[config.mk]
export PLATFORM = sky130hd
export DESIGN_NAME = pulse_burst_gen
export DESIGN_NICKNAME = d
export VERILOG_FILES = /design/src/rtl/pbg_pkg.sv /design/src/rtl/pbg_param_check.sv /design/src/rtl/pbg_tick_timer.sv /design/src/rtl/pbg_pulse_counter.sv /design/src/rtl/pulse_burst_gen.sv
export SDC_FILE = /design/constraint.sdc
export NUM_CORES = 1
export LEC_CHECK = 0
export ABC_CLOCK_PERIOD_IN_PS = 3910
export BUFFER_PORTS_ARGS = -buffer_cell sky130_fd_sc_hd__buf_2
export CAP_MARGIN = 10
export CORE_ASPECT_RATIO = 0.6
export CORE_MARGIN = 4
export CORE_UTILIZATION = 60
export DETAILED_ROUTE_END_ITERATION = 7
export GPL_TIMING_DRIVEN = 0
export HOLD_SLACK_MARGIN = 0.06
export PLACE_DENSITY = 0.89
export SYNTH_ARGS = -nofsm -noshare
export SYNTH_HDL_FRONTEND = slang
export SYNTH_SLANG_ARGS = --single-unit
[constraint.sdc]
create_clock -name clk -period 3.91 [get_ports clk]
set_input_delay 1.173 -clock clk [delete_from_list [all_inputs] [get_ports clk]]
set_output_delay 1.173 -clock clk [all_outputs]
set_load 0.01 [all_outputs]
[src/rtl/pbg_pkg.sv]
`timescale 1ns/1ps
package pbg_pkg;
    typedef enum logic [1:0] {
        ST_STOP  = 2'd0,
        ST_IDLE  = 2'd1,
        ST_PULSE = 2'd2
    } burst_state_t;
endpackage

[src/rtl/pbg_param_check.sv]
`timescale 1ns/1ps
module pbg_param_check #(
    parameter int TIME_W   = 16,
    parameter int CNT_W    = 32,
    parameter int MIN_TIME = 2,
    parameter int MAX_TIME = 32767
) (
    input  logic [TIME_W-1:0] idle_us,
    input  logic [TIME_W-1:0] width_us,
    input  logic [CNT_W-1:0]  pulse_count,
    output logic              legal
);
    localparam logic [TIME_W-1:0] LO = TIME_W'(MIN_TIME);
    localparam logic [TIME_W-1:0] HI = TIME_W'(MAX_TIME);

    always_comb begin
        legal = (idle_us  >= LO) && (idle_us  <= HI) &&
                (width_us >= LO) && (width_us <= HI) &&
                (pulse_count != '0);
    end
endmodule

[src/rtl/pbg_tick_timer.sv]
`timescale 1ns/1ps
module pbg_tick_timer #(
    parameter int TCNT_W = 20
) (
    input  logic              clk,
    input  logic              rst,
    input  logic              load,
    input  logic              run,
    input  logic [TCNT_W-1:0] idle_ticks,
    input  logic [TCNT_W-1:0] period_ticks,
    output logic              idle_end,
    output logic              period_end
);
    logic [TCNT_W-1:0] tcnt;
    logic [TCNT_W-1:0] idle_q;
    logic [TCNT_W-1:0] period_q;

    always_ff @(posedge clk) begin
        if (rst) begin
            tcnt     <= '0;
            idle_q   <= '0;
            period_q <= '0;
        end else if (load) begin
            tcnt     <= '0;
            idle_q   <= idle_ticks;
            period_q <= period_ticks;
        end else if (run && !period_end) begin
            tcnt <= tcnt + TCNT_W'(1);
        end else begin
            tcnt <= '0;
        end
    end

    always_comb begin
        idle_end   = (tcnt == idle_q   - TCNT_W'(1));
        period_end = (tcnt == period_q - TCNT_W'(1));
    end

    // counter stays inside the latched period while running
    assert_no_overflow_R10: assert property (@(posedge clk) disable iff (rst)
        run |-> (tcnt < period_q));
endmodule

[src/rtl/pbg_pulse_counter.sv]
`timescale 1ns/1ps
module pbg_pulse_counter #(
    parameter int CNT_W = 32
) (
    input  logic             clk,
    input  logic             rst,
    input  logic             load,
    input  logic [CNT_W-1:0] count_in,
    input  logic             step,
    input  logic             run,
    output logic             last
);
    logic [CNT_W-1:0] remaining;

    always_ff @(posedge clk) begin
        if (rst)
            remaining <= '0;
        else if (load)
            remaining <= count_in;
        else if (step)
            remaining <= remaining - CNT_W'(1);
    end

    always_comb last = (remaining == CNT_W'(1));

    // a running burst always has at least one pulse left
    assert_count_live_R7: assert property (@(posedge clk) disable iff (rst)
        run |-> (remaining != '0));
endmodule

[src/rtl/pulse_burst_gen.sv]
`timescale 1ns/1ps
module pulse_burst_gen
    import pbg_pkg::*;
#(
    parameter int TICKS_PER_US = 16,
    parameter int TIME_W       = 16,
    parameter int CNT_W        = 32,
    parameter int MIN_TIME     = 2,
    parameter int MAX_TIME     = 32767
) (
    input  logic              clk,
    input  logic              rst,
    input  logic              start,
    input  logic [TIME_W-1:0] idle_us,
    input  logic [TIME_W-1:0] width_us,
    input  logic [CNT_W-1:0]  pulse_count,
    output logic              cfg_ok,
    output logic              busy,
    output logic              anode_drv,
    output logic              cathode_drv
);
    localparam int TCNT_W = $clog2(2 * MAX_TIME * TICKS_PER_US + 1);

    burst_state_t state_q, state_d;
    logic legal, accept, idle_end, period_end, last, step, running;
    logic [TCNT_W-1:0] idle_ticks, period_ticks;

    pbg_param_check #(
        .TIME_W(TIME_W), .CNT_W(CNT_W), .MIN_TIME(MIN_TIME), .MAX_TIME(MAX_TIME)
    ) u_check (
        .idle_us(idle_us), .width_us(width_us), .pulse_count(pulse_count), .legal(legal)
    );

    always_comb begin
        accept       = start && legal;
        idle_ticks   = TCNT_W'(idle_us) * TCNT_W'(TICKS_PER_US);
        period_ticks = (TCNT_W'(idle_us) + TCNT_W'(width_us)) * TCNT_W'(TICKS_PER_US);
        running      = (state_q != ST_STOP);
        step         = (state_q == ST_PULSE) && period_end && !accept;
    end

    pbg_tick_timer #(.TCNT_W(TCNT_W)) u_timer (
        .clk(clk), .rst(rst), .load(accept), .run(running),
        .idle_ticks(idle_ticks), .period_ticks(period_ticks),
        .idle_end(idle_end), .period_end(period_end)
    );

    pbg_pulse_counter #(.CNT_W(CNT_W)) u_count (
        .clk(clk), .rst(rst), .load(accept), .count_in(pulse_count),
        .step(step), .run(running), .last(last)
    );

    // next-state logic
    always_comb begin
        state_d = state_q;
        if (accept) begin
            state_d = ST_IDLE;                  // start-accept
        end else begin
            unique case (state_q)
                ST_STOP:  state_d = ST_STOP;
                ST_IDLE:  if (idle_end) state_d = ST_PULSE;      // idle-done
                ST_PULSE: if (period_end)
                              state_d = last ? ST_STOP : ST_IDLE; // period-done
                default:  state_d = ST_STOP;
            endcase
        end
    end

    // state register
    always_ff @(posedge clk) begin
        if (rst) state_q <= ST_STOP;
        else     state_q <= state_d;
    end

    // registered outputs
    always_ff @(posedge clk) begin
        if (rst) begin
            anode_drv   <= 1'b1;
            cathode_drv <= 1'b0;
            busy        <= 1'b0;
            cfg_ok      <= 1'b0;
        end else begin
            anode_drv   <= (state_d != ST_PULSE);
            cathode_drv <= (state_d == ST_PULSE);
            busy        <= (state_d != ST_STOP);
            if (start) cfg_ok <= legal;
        end
    end

    // outputs rest whenever not busy
    assert_rest_R4: assert property (@(posedge clk) disable iff (rst)
        !busy |-> (anode_drv && !cathode_drv));

    // accepted start gives a fresh burst at rest
    assert_accept_restarts_R8: assert property (@(posedge clk) disable iff (rst)
        (start && legal) |=> (busy && cfg_ok && anode_drv && !cathode_drv));

    // refused start leaves busy untouched
    assert_reject_keeps_R9: assert property (@(posedge clk) disable iff (rst)
        (start && !legal) |=> (!cfg_ok && busy == $past(busy)));

    // the burst ends only after a pulse phase
    assert_stop_after_pulse_R7: assert property (@(posedge clk) disable iff (rst)
        ($fell(busy) && !$past(start)) |-> $past(cathode_drv));
endmodule

Word level (Yosys, flattened, before mapping)
Cells that the tools add are included.
Widths: inputs -> output; s select.

word-level totals
  bits of input ports = 67
  output and inout bits = 4
  flip-flop bits (word level) = 90
  logic and storage cells = 48

operators by class
  equality and inequality tests = 7
  bitwise operators = 1
  add/sub/neg operators = 5
  mux-type cells = 7
  reduce and logical (&&, ||, !) cells = 15
  order comparisons = 4

operators by type and width
  kind                   count
  $mux 32                2
  $eq 20x20->1           2
  $sub 20x1->20 const B  2
  $eq 32x1->1 const B    1
  $ge 16x2->1 const B    2
  $le 16x15->1 const B   2
  $reduce_bool 32->1     1
  $sub 32x1->32 const B  1
  $add 20x1->20 const B  1
  $add 16x16->16         1
  $logic_and 1x1->1      8
  $mux 2                 3
  $reduce_bool 2->1      3
  $eq 2x2->1 const B     2
  $pmux 2 s2             1
  $reduce_or 3->1        1
  $eq 2x1->1 const B     1
  $logic_not 1->1        2
  $ne 2x2->1 const B     1
  $mux 1                 1
  $not 1->1              1

Longest topological paths before layout
Gate-level depths: netlist of run 1.

  depth in word-level cells = 10
  depth in mapped cells = 12
  depth with buffers taken out = 11

Modules after synthesis
From an unflattened synthesis of run 1, not the netlist that was laid out.

unflattened totals
  cells, all modules = 853
  area total of the unflattened synthesis = 6951.7 µm²

modules (own cells, without submodules)
  module             cells each  sequential area each (µm²)  area an instance (µm²)  instances
  pbg_tick_timer     443         1201.2                      3706.1                  1
  pbg_pulse_counter  259         640.6                       2019.4                  1
  pulse_burst_gen    129         120.1                       1068.5                  1
  pbg_param_check    22          0.0                         157.7                   1

Worst setup path before layout of run 1
OpenSTA, ideal clock, no wires.

  path type = input-to-reg
  from = in idle_us[0]
  to = reg u_timer.period_q[18]
  data required time = 3.788 ns
  library setup time = 0.122 ns
  arrival = 3.189 ns
  setup slack = 0.599 ns
  path buffers = 0
  cell stages on the path = 11
  cell sequence = ha_1 -> inv_1 -> fa_1 -> nor2b_1 -> o21ai_0 -> a21boi_0 -> o211ai_1 -> a211oi_1 -> nor3_1 -> o2111a_1 -> a311o_1

on the way
  cells in the longest elaborated chain, start to end = 6
  elaborated cells between the ends (all ways) = 8
  those cells by class = add/sub: 1; order compare: 2; reduce/logical: 5

RTL lines
  item                                                RTL line               source
  start: declaration                                  pulse_burst_gen.sv:14  input logic [TIME_W-1:0] idle_us,
  $ge 16x2->1 / $le 16x15->1 (equally long branches)  pbg_param_check.sv:17  legal = (idle_us >= LO) && (idle_us <= HI) &&
  $logic_and 1x1->1 (2 in a row)                      pbg_param_check.sv:17
  $logic_and 1x1->1 (2 in a row)                      pbg_param_check.sv:18  (width_us >= LO) && (width_us <= HI) &&
  $logic_and 1x1->1                                   pulse_burst_gen.sv:35  accept = start && legal;
  end signal: assignment                              pbg_tick_timer.sv:26   period_q <= period_ticks;
  end: declaration                                    pbg_tick_timer.sv:16   logic [TCNT_W-1:0] period_q;

Parallel ways exist; a longest one is shown, timed or not.
A chain may end at the register's enable or synchronous reset.

Final worst setup path of run 1
  from = in pulse_count[0]
  to = reg u_count.remaining[24]

on the way
  cells in the longest elaborated chain, start to end = 6
  elaborated cells between the ends (all ways) = 7
  those cells by class = mux: 1; reduce/logical: 6

RTL lines
  item                                RTL line                 source
  start: declaration                  pulse_burst_gen.sv:16    input logic [CNT_W-1:0] pulse_count,
  $reduce_bool 32->1 *                pbg_param_check.sv:19    (pulse_count != '0);
  $logic_and 1x1->1 *                 pbg_param_check.sv:18
  $logic_and 1x1->1 *                 pulse_burst_gen.sv:35
  $logic_not 1->1                     pulse_burst_gen.sv:39    step = (state_q == ST_PULSE) && period_end && !accept;
  $logic_and 1x1->1                   pulse_burst_gen.sv:39
  $reduce_bool 2->1 (no source line)  n/a
  end signal: assignment              pbg_pulse_counter.sv:19  remaining <= count_in;
  end signal: assignment              pbg_pulse_counter.sv:21  remaining <= remaining - CNT_W'(1);
  end: declaration                    pbg_pulse_counter.sv:13  logic [CNT_W-1:0] remaining;

Every way passes the cells marked *; elsewhere a longest branch is shown, timed or not.

==> results.md, run 1 <==
* Outcome: completed
* CORE AREA at around 10000 um2
* Asr flop ratio synth at 0
* Vert. Die Dim at slightly below 90 um
* Top cells by area, synth: dfxtp_1, xnor2_1, xor2_1
* Post-Layout Cell Count at 1,009
* Share of cells above drive strength 1 at 0.1362
* Number of inserted diodes at 0
* Yosys warning count at 0
* TritonCTS Buffers at 9
* Leakage at around 0.0027 uW
* Max Cap Viol at 0
* Final hold vios at 0
* Gr usage total at 0.2983
* Achievable Freq at 271.3 MHz
* Mapped Area at around 6000 um2
* Clock Path Buffers at 2
* Yosys cell types at 76
* Via-per-instance ratio at 6.422
* Cell area power density at around 350 nW/um2
* Post-synthesis compound-gate area fraction at 0.1811
* Post-synthesis xor/xnor area fraction at 0.09939
* Clock latency on the worst-skew pair at about 350 ps
* Clk sinks at 90
* Standard-cell rows at 28
* Area Overhead vs Synth at 13.51%
* Vias in the first global route at about 5.7k
* DRC at 0
* RSZ-0062 raised after global routing: false
* Avg Inst Size Synth at ~7.8 um2
* Worst Max-Slew Pin Slew at just over 900 ps
* Finish-stage setup viols at 0
* Fill count at between 800 and 900
* Worst Hold Class: flip-flop to flip-flop
* Die area at around 12,000 um2
* Final min period at roughly 3700 ps
* WS Path Type: input port to flip-flop
* Nets at 960
* Hold depth at 1
* Count of pins over their slew limit at 0
* Final period utilization at 0.9428
* CTS tree: done
* Clk_skew at between 7 and 8 ps
* Synth top area share at 0.2921
* Clk pin slew, worst setup/hold paths at 70 ps
* Number of flops mapped to enable cells by yosys at 0
* Placed Instances at 993
* Die W at 138.9 um
* Via count at 6,480
* Initial antenna violation count at 0
* Setup TNS at 0 ps
* Adder-cell share of the synthesized area at 0.04990
* Worst EP arrival at 3940 ps
* Wirelength, routed at about 18 mm
* Main combinational cell family by area after synthesis: simple AND/OR/NAND/NOR gates
* Initial Utilization at 0.6200
* ANT nets after route at 0
* Mapped Nets at slightly below 900
* Drt initial violations at 956
* Ys flop type: dfxtp_1
* Simple-gate share of the synthesized area at 0.3231
* Hpwl dp at 14.08 mm
* VDD IR-drop max at roughly 0.00022 V
* Synth cell count leaders: dfxtp_1, nor2_1, nand2_1
* Gpl congestion at around 0.97
* Startpoint types: input port
* Seq/Total Area, Yosys at 0.2921
* Proportion of synthesized area in mux cells at 0.008519
* CP max FO at 10
* Top-count cell post-synth: dfxtp_1
* Pre-Repair DR Iteration Count at 5
* Required time worst endpoint at 4160 ps
* Rel. slew slack at 0.3841
* Port Buffers at slightly below 70
* Synth area leader: dfxtp_1
* Worst setup EP type: flip-flop
* Largest net degree at the start of global routing at 16
* Ports at 71
* Total grt overflow at 0
* Clock Tree Root: clkbuf_16
* Gate count of the mapped netlist at about 800
* Synth Register Bits at 90
* Worst R2R Path Depth at 12
* Max H-tree Level at 3
* Wirelength per Cell at around 18 um
* First-pass GRT wire length at between 20 and 30 mm
critical path, cell delays in order:
cell and delay (ps):
buf_2 110, nor4_1 430, nand4_1 300, nor2_1 290, or2_2 160, clkbuf_1 160, clkbuf_1 460, clkbuf_1 440
nor2_1 110, a311oi_1 300
timing repair:
action,in CTS,in global routing
resized for setup,0,2
hold buffers,0,0
setup buffers,0,0
setup endpoints to repair,0,1
where the power goes:
group / internal [uW] / switching [uW]
combinational: 202 / 291
clock: 562 / 386
sequential: 947 / 39.8
routing by layer:
layer | global-route usage | vias up | share of wire
met1 | 0.4490 | 2943 | 0.46
met2 | 0.3954 | 407 | 0.38
li1 | - | 3085 | -
met4 | 0.07815 | 0 | 0.017
met5 | 0 | - | 0
met3 | 0.1097 | 45 | 0.15
layout make-up:
cell class	instances	area [um2]	area share
timing repair buffer	69	345.3	0.04932
tap	135	168.9	0.02412
clock buffer	10	229.0	0.03270
buffer	52	209.0	0.02984
multi-input combinational	627	4084	0.5833
sequential	90	1802	0.2573
clock inverter	6	88.84	0.01269
inverter	20	75.07	0.01072
logic make-up (layout without fill, tap and decap cells):
family | after synthesis | count (layout)
muxes | 5 | 5
DFF | 90 | 90
and+or+nand+nor | 371 | 371
AOI/OAI and AO/OA | 157 | 157
xor gates and xnor gates | 70 | 70
adders and majority gates | 24 | 24
buffers and inverters | 72 | 157
stage by stage:
stage / hold slack [ps] / setup WS [ps] / area [um2] / utilization / total power [uW]
after floorplan: 413.2 / 599.1 / 6168 / - / 1334
final: 452.6 / 223.6 / 7002 / 0.7037 / 2426
after CTS: 452.5 / 221.0 / 7000 / 0.7036 / 2402
after detailed placement: 443.5 / 19.79 / 6683 / 0.6717 / 1476
after global placement: 432.4 / 27.87 / 6683 / 0.6717 / 1467
after global routing: 486.8 / 123.8 / 7002 / 0.7037 / 2511
sequential cells by signal, indices dropped and copies added, names as in the netlist:
register and flops:
u_count.remaining 32, u_timer.tcnt 20, u_timer.idle_q 16, u_timer.period_q 16, state_q 2, anode_drv 1, busy 1, cathode_drv 1
cfg_ok 1
cell usage in the layout, fill, tap and decap left out, types with 20 or more instances in the layout:
master / n
nor3_1: 35
clkbuf_1: 44
nand3_1: 38
nor2_1: 78
ha_1: 23
inv_1: 20
nand4_1: 21
buf_2: 73
nand2_1: 72
dfxtp_1: 90
xor2_1: 35
a21oi_1: 38
nor4_1: 23
or3_1: 22
xnor2_1: 35
path summary, 6_finish.rpt:
check / startpoint / to / slack (ps)
worst max-delay path: pulse_count[0] / u_count.remaining[24]$_SDFFE_PP0P_ / 220
worst min-delay path: u_timer.tcnt[0]$_SDFF_PP0_ / u_timer.tcnt[0]$_SDFF_PP0_ / 450
worst max register to register: u_timer.period_q[4]$_SDFFE_PP0P_ / u_count.remaining[6]$_SDFFE_PP0P_ / 300
worst min register to register: u_timer.tcnt[0]$_SDFF_PP0_ / u_timer.tcnt[0]$_SDFF_PP0_ / 450
Note: power is estimated with default switching activity, not from simulation.
==> run 2: changes to the inputs <==
--- a/config.mk
+++ b/config.mk
@@ -11,10 +11,11 @@
 export CORE_ASPECT_RATIO = 0.6
 export CORE_MARGIN = 4
 export CORE_UTILIZATION = 60
+export CTS_CLUSTER_DIAMETER = 150
 export DETAILED_ROUTE_END_ITERATION = 7
 export GPL_TIMING_DRIVEN = 0
 export HOLD_SLACK_MARGIN = 0.06
-export PLACE_DENSITY = 0.89
+export PLACE_DENSITY = 0.87
 export SYNTH_ARGS = -nofsm -noshare
 export SYNTH_HDL_FRONTEND = slang
 export SYNTH_SLANG_ARGS = --single-unit
==> run 2 against run 1 <==
Against the previous run: wire length grew 6.8%; first-iteration DRC count shrank 22%; design area is essentially flat; register-to-register slack lost 30 ps; setup slack lost 69 ps; die area is the same; final cell count is the same; largest cell class unchanged; highest routed layer unchanged.
==> results.md, run 2 (same netlist as run 1, synthesis figures left out) <==
* Total grt overflow at 0 (unchanged)
* R2R Path End: u_count.remaining[6]$_SDFFE_PP0P_ (unchanged)
* Most frequent cells in the layout: dfxtp_1, nor2_1, buf_2, nand2_1, clkbuf_1 (unchanged)
* Count of pins over their slew limit at 0 (unchanged)
* Outcome: completed (unchanged)
* Standard-cell rows at 28 (unchanged)
* Via count at 6,654 (was 6,480)
* CTS tree: done (unchanged)
* Initial antenna violation count at 0 (unchanged)
* Port Buffers at 69 (unchanged)
* Worst Max-Slew Pin Slew at 1008 ps (was 916.8 ps)
* Clock Path Buffers at 2 (unchanged)
* Vias in the first global route at 6,100 (was 5,690)
* Gpl congestion at 0.9712 (was 0.9740)
* Gr usage total at 0.3223 (was 0.2983)
* WS Path Type: input port to flip-flop (unchanged)
* VDD IR-drop max at 0.0002343 V (was 0.0002168 V)
* Vert. Die Dim at 86.54 um (unchanged)
* CP peak stage delay at 670 ps (was 460 ps)
* Clk sinks at 90 (unchanged)
* Worst R2R Path Depth at 12 (unchanged)
* TritonCTS Buffers at 9 (unchanged)
* Worst min-delay path startpoint: u_timer.tcnt[0]$_SDFF_PP0_ (unchanged)
* Clock Tree Root: clkbuf_16 (unchanged)
* Worst EP arrival at 4010 ps (was 3940 ps)
* Wirelength per Cell at 19.31 um (was 18.08 um)
* Nets at 960 (unchanged)
* Placed Instances at 993 (unchanged)
* Setup ws final at 154.9 ps (was 223.6 ps)
* Largest Register: u_count.remaining (unchanged)
* Worst Hold Class: flip-flop to flip-flop (unchanged)
* Post-Layout Cell Count at 1,009 (unchanged)
* Core Util, Final at 0.7038 (was 0.7037)
* Largest net degree at the start of global routing at 15 (was 16)
* Place WS at -5.659 ps (was 19.79 ps)
* CP max FO at 10 (unchanged)
* Clock latency on the worst-skew pair at 350 ps (about the same)
* First-pass GRT wire length at 31.07 mm (was 29.10 mm)
* Regs by FF count: u_count.remaining: 32 flops, u_timer.tcnt: 20 flops (unchanged)
* Startpoint types: input port (unchanged)
* Post_cts resized at 0 (unchanged)
* Max reg flops at 32 (unchanged)
* Initial Utilization at 0.6200 (unchanged)
* Die area at 12,020 um2 (unchanged)
* DRC at 0 (unchanged)
* Commonest non-fill, non-tap cell in the layout: dfxtp_1 (unchanged)
* CORE AREA at 9950 um2 (unchanged)
* Clk pin slew, worst setup/hold paths at 60 ps (was 70 ps)
* Hold bufs inserted after CTS at 0 (unchanged)
* Post-CTS Setup Repair Bufs at 0 (unchanged)
* Pre-Repair DR Iteration Count at 5 (unchanged)
* Crit path cell chain: buf_2, nor4_1, nand4_1, nor2_1, or2_2, clkbuf_1, clkbuf_1, clkbuf_1, nor2_1, a211oi_1 (was buf_2, nor4_1, nand4_1, nor2_1, or2_2, clkbuf_1, clkbuf_1, clkbuf_1, nor2_1, a311oi_1)
* Worst reg2reg setup slack at 270 ps (was 300 ps)
* Final hold vios at 0 (unchanged)
* FF-to-FF Start: u_timer.period_q[5]$_SDFFE_PP0P_ (was u_timer.period_q[4]$_SDFFE_PP0P_)
* Number of inserted diodes at 0 (unchanged)
* Worst setup EP type: flip-flop (unchanged)
* Cell area power density at 348.9 nW/um2 (was 346.5 nW/um2)
* Achievable Freq at 266.3 MHz (was 271.3 MHz)
* Max Cap Viol at 0 (unchanged)
* ANT nets after route at 0 (unchanged)
* Wirelength, routed at 19.48 mm (was 18.24 mm)
* Hpwl dp at 15.02 mm (was 14.08 mm)
* Final period utilization at 0.9604 (was 0.9428)
* Ports at 71 (unchanged)
* Via-per-instance ratio at 6.595 (was 6.422)
* Hold Slack at 455.6 ps (was 452.6 ps)
* Clk_skew at 6.035 ps (was 7.754 ps)
* End of the worst hold path: u_timer.tcnt[0]$_SDFF_PP0_ (unchanged)
* Share of cells above drive strength 1 at 0.1339 (was 0.1362)
* Finish-stage setup viols at 0 (unchanged)
* Max H-tree Level at 3 (unchanged)
* Most common cell on crit path: clkbuf_1 (unchanged)
* Required time worst endpoint at 4170 ps (was 4160 ps)
* Area Overhead vs Synth at 13.53% (was 13.51%)
* Drt initial violations at 746 (was 956)
* Rel. slew slack at 0.3227 (was 0.3841)
* Leakage at 0.002688 uW (was 0.002683 uW)
* Hold depth at 1 (unchanged)
* Slowest-stage cell, CP: clkbuf_1 (unchanged)
* Die W at 138.9 um (unchanged)
* Final min period at 3755 ps (was 3686 ps)
* RSZ-0062 raised after global routing: false (unchanged)
-- run 2: cell types whose count changed in the layout (fill, tap and decap cells not counted) --
cell | before | now
clkinvlp_4 | 2 | 0
clkbuf_1 | 44 | 46
clkbuf_8 | 0 | 1
clkbuf_2 | 1 | 0
-- run 2: critical path, delay by kind of cell --
| kind | cells | cell delay [ps] |
|---|---|---|
| buffers and inverters | 4 | 1550 |
| AND/OR/NAND/NOR | 5 | 1030 |
| AO/OA/AOI/OAI | 1 | 250 |
-- run 2: per-stage QoR --
stage	total power (uW)	instance area, um2	setup TNS (ps)
finish	2443	7003	0
global route	2535	7003	0
global placement	1466	6683	0
detailed placement	1487	6683	-5.659
CTS	2423	7003	0
floorplan	1334	6168	0
-- run 2: power breakdown --
group	internal [uW]	switching, uW
Clock	579	373
Sequential	947	40.1
Combinational	202	302
-- run 2: worst max-delay path by stage --
stage | to | cells past startpoint | slack [ps] | start
after floorplan | u_timer.period_q[18]$_SDFFE_PP0P_ | 11 | 600 | idle_us[0]
after global routing | u_count.remaining[6]$_SDFFE_PP0P_ | 12 | 30 | u_timer.period_q[5]$_SDFFE_PP0P_
final | u_count.remaining[7]$_SDFFE_PP0P_ | 10 | 150 | pulse_count[0]
after CTS | u_count.remaining[6]$_SDFFE_PP0P_ | 12 | 340 | u_timer.period_q[5]$_SDFFE_PP0P_
after global placement | u_count.remaining[7]$_SDFFE_PP0P_ | 10 | 70 | idle_us[1]
after detailed placement | u_count.remaining[7]$_SDFFE_PP0P_ | 10 | -6 | idle_us[1]
-- run 2: per-layer routing --
| metal | global-route usage | wire [um] | vias to the layer above | share of wire |
|---|---|---|---|---|
| li1 | - | - | 3081 | - |
| met1 | 0.4663 | 8512 | 3092 | 0.44 |
| met2 | 0.4659 | 7804 | 421 | 0.40 |
| met3 | 0.1031 | 2805 | 60 | 0.14 |
| met4 | 0.08082 | 358 | 0 | 0.018 |
| met5 | 0 | 0 | - | 0 |
-- run 2: final cells by class --
type / count / area [um2]
tap: 135 / 168.9
timing repair buffer: 69 / 345.3
sequential: 90 / 1802
clock inverter: 4 / 73.82
inverter: 20 / 75.07
buffer: 52 / 207.7
clock buffer: 12 / 246.5
fill: 818 / 2947
multi-input combinational: 627 / 4084
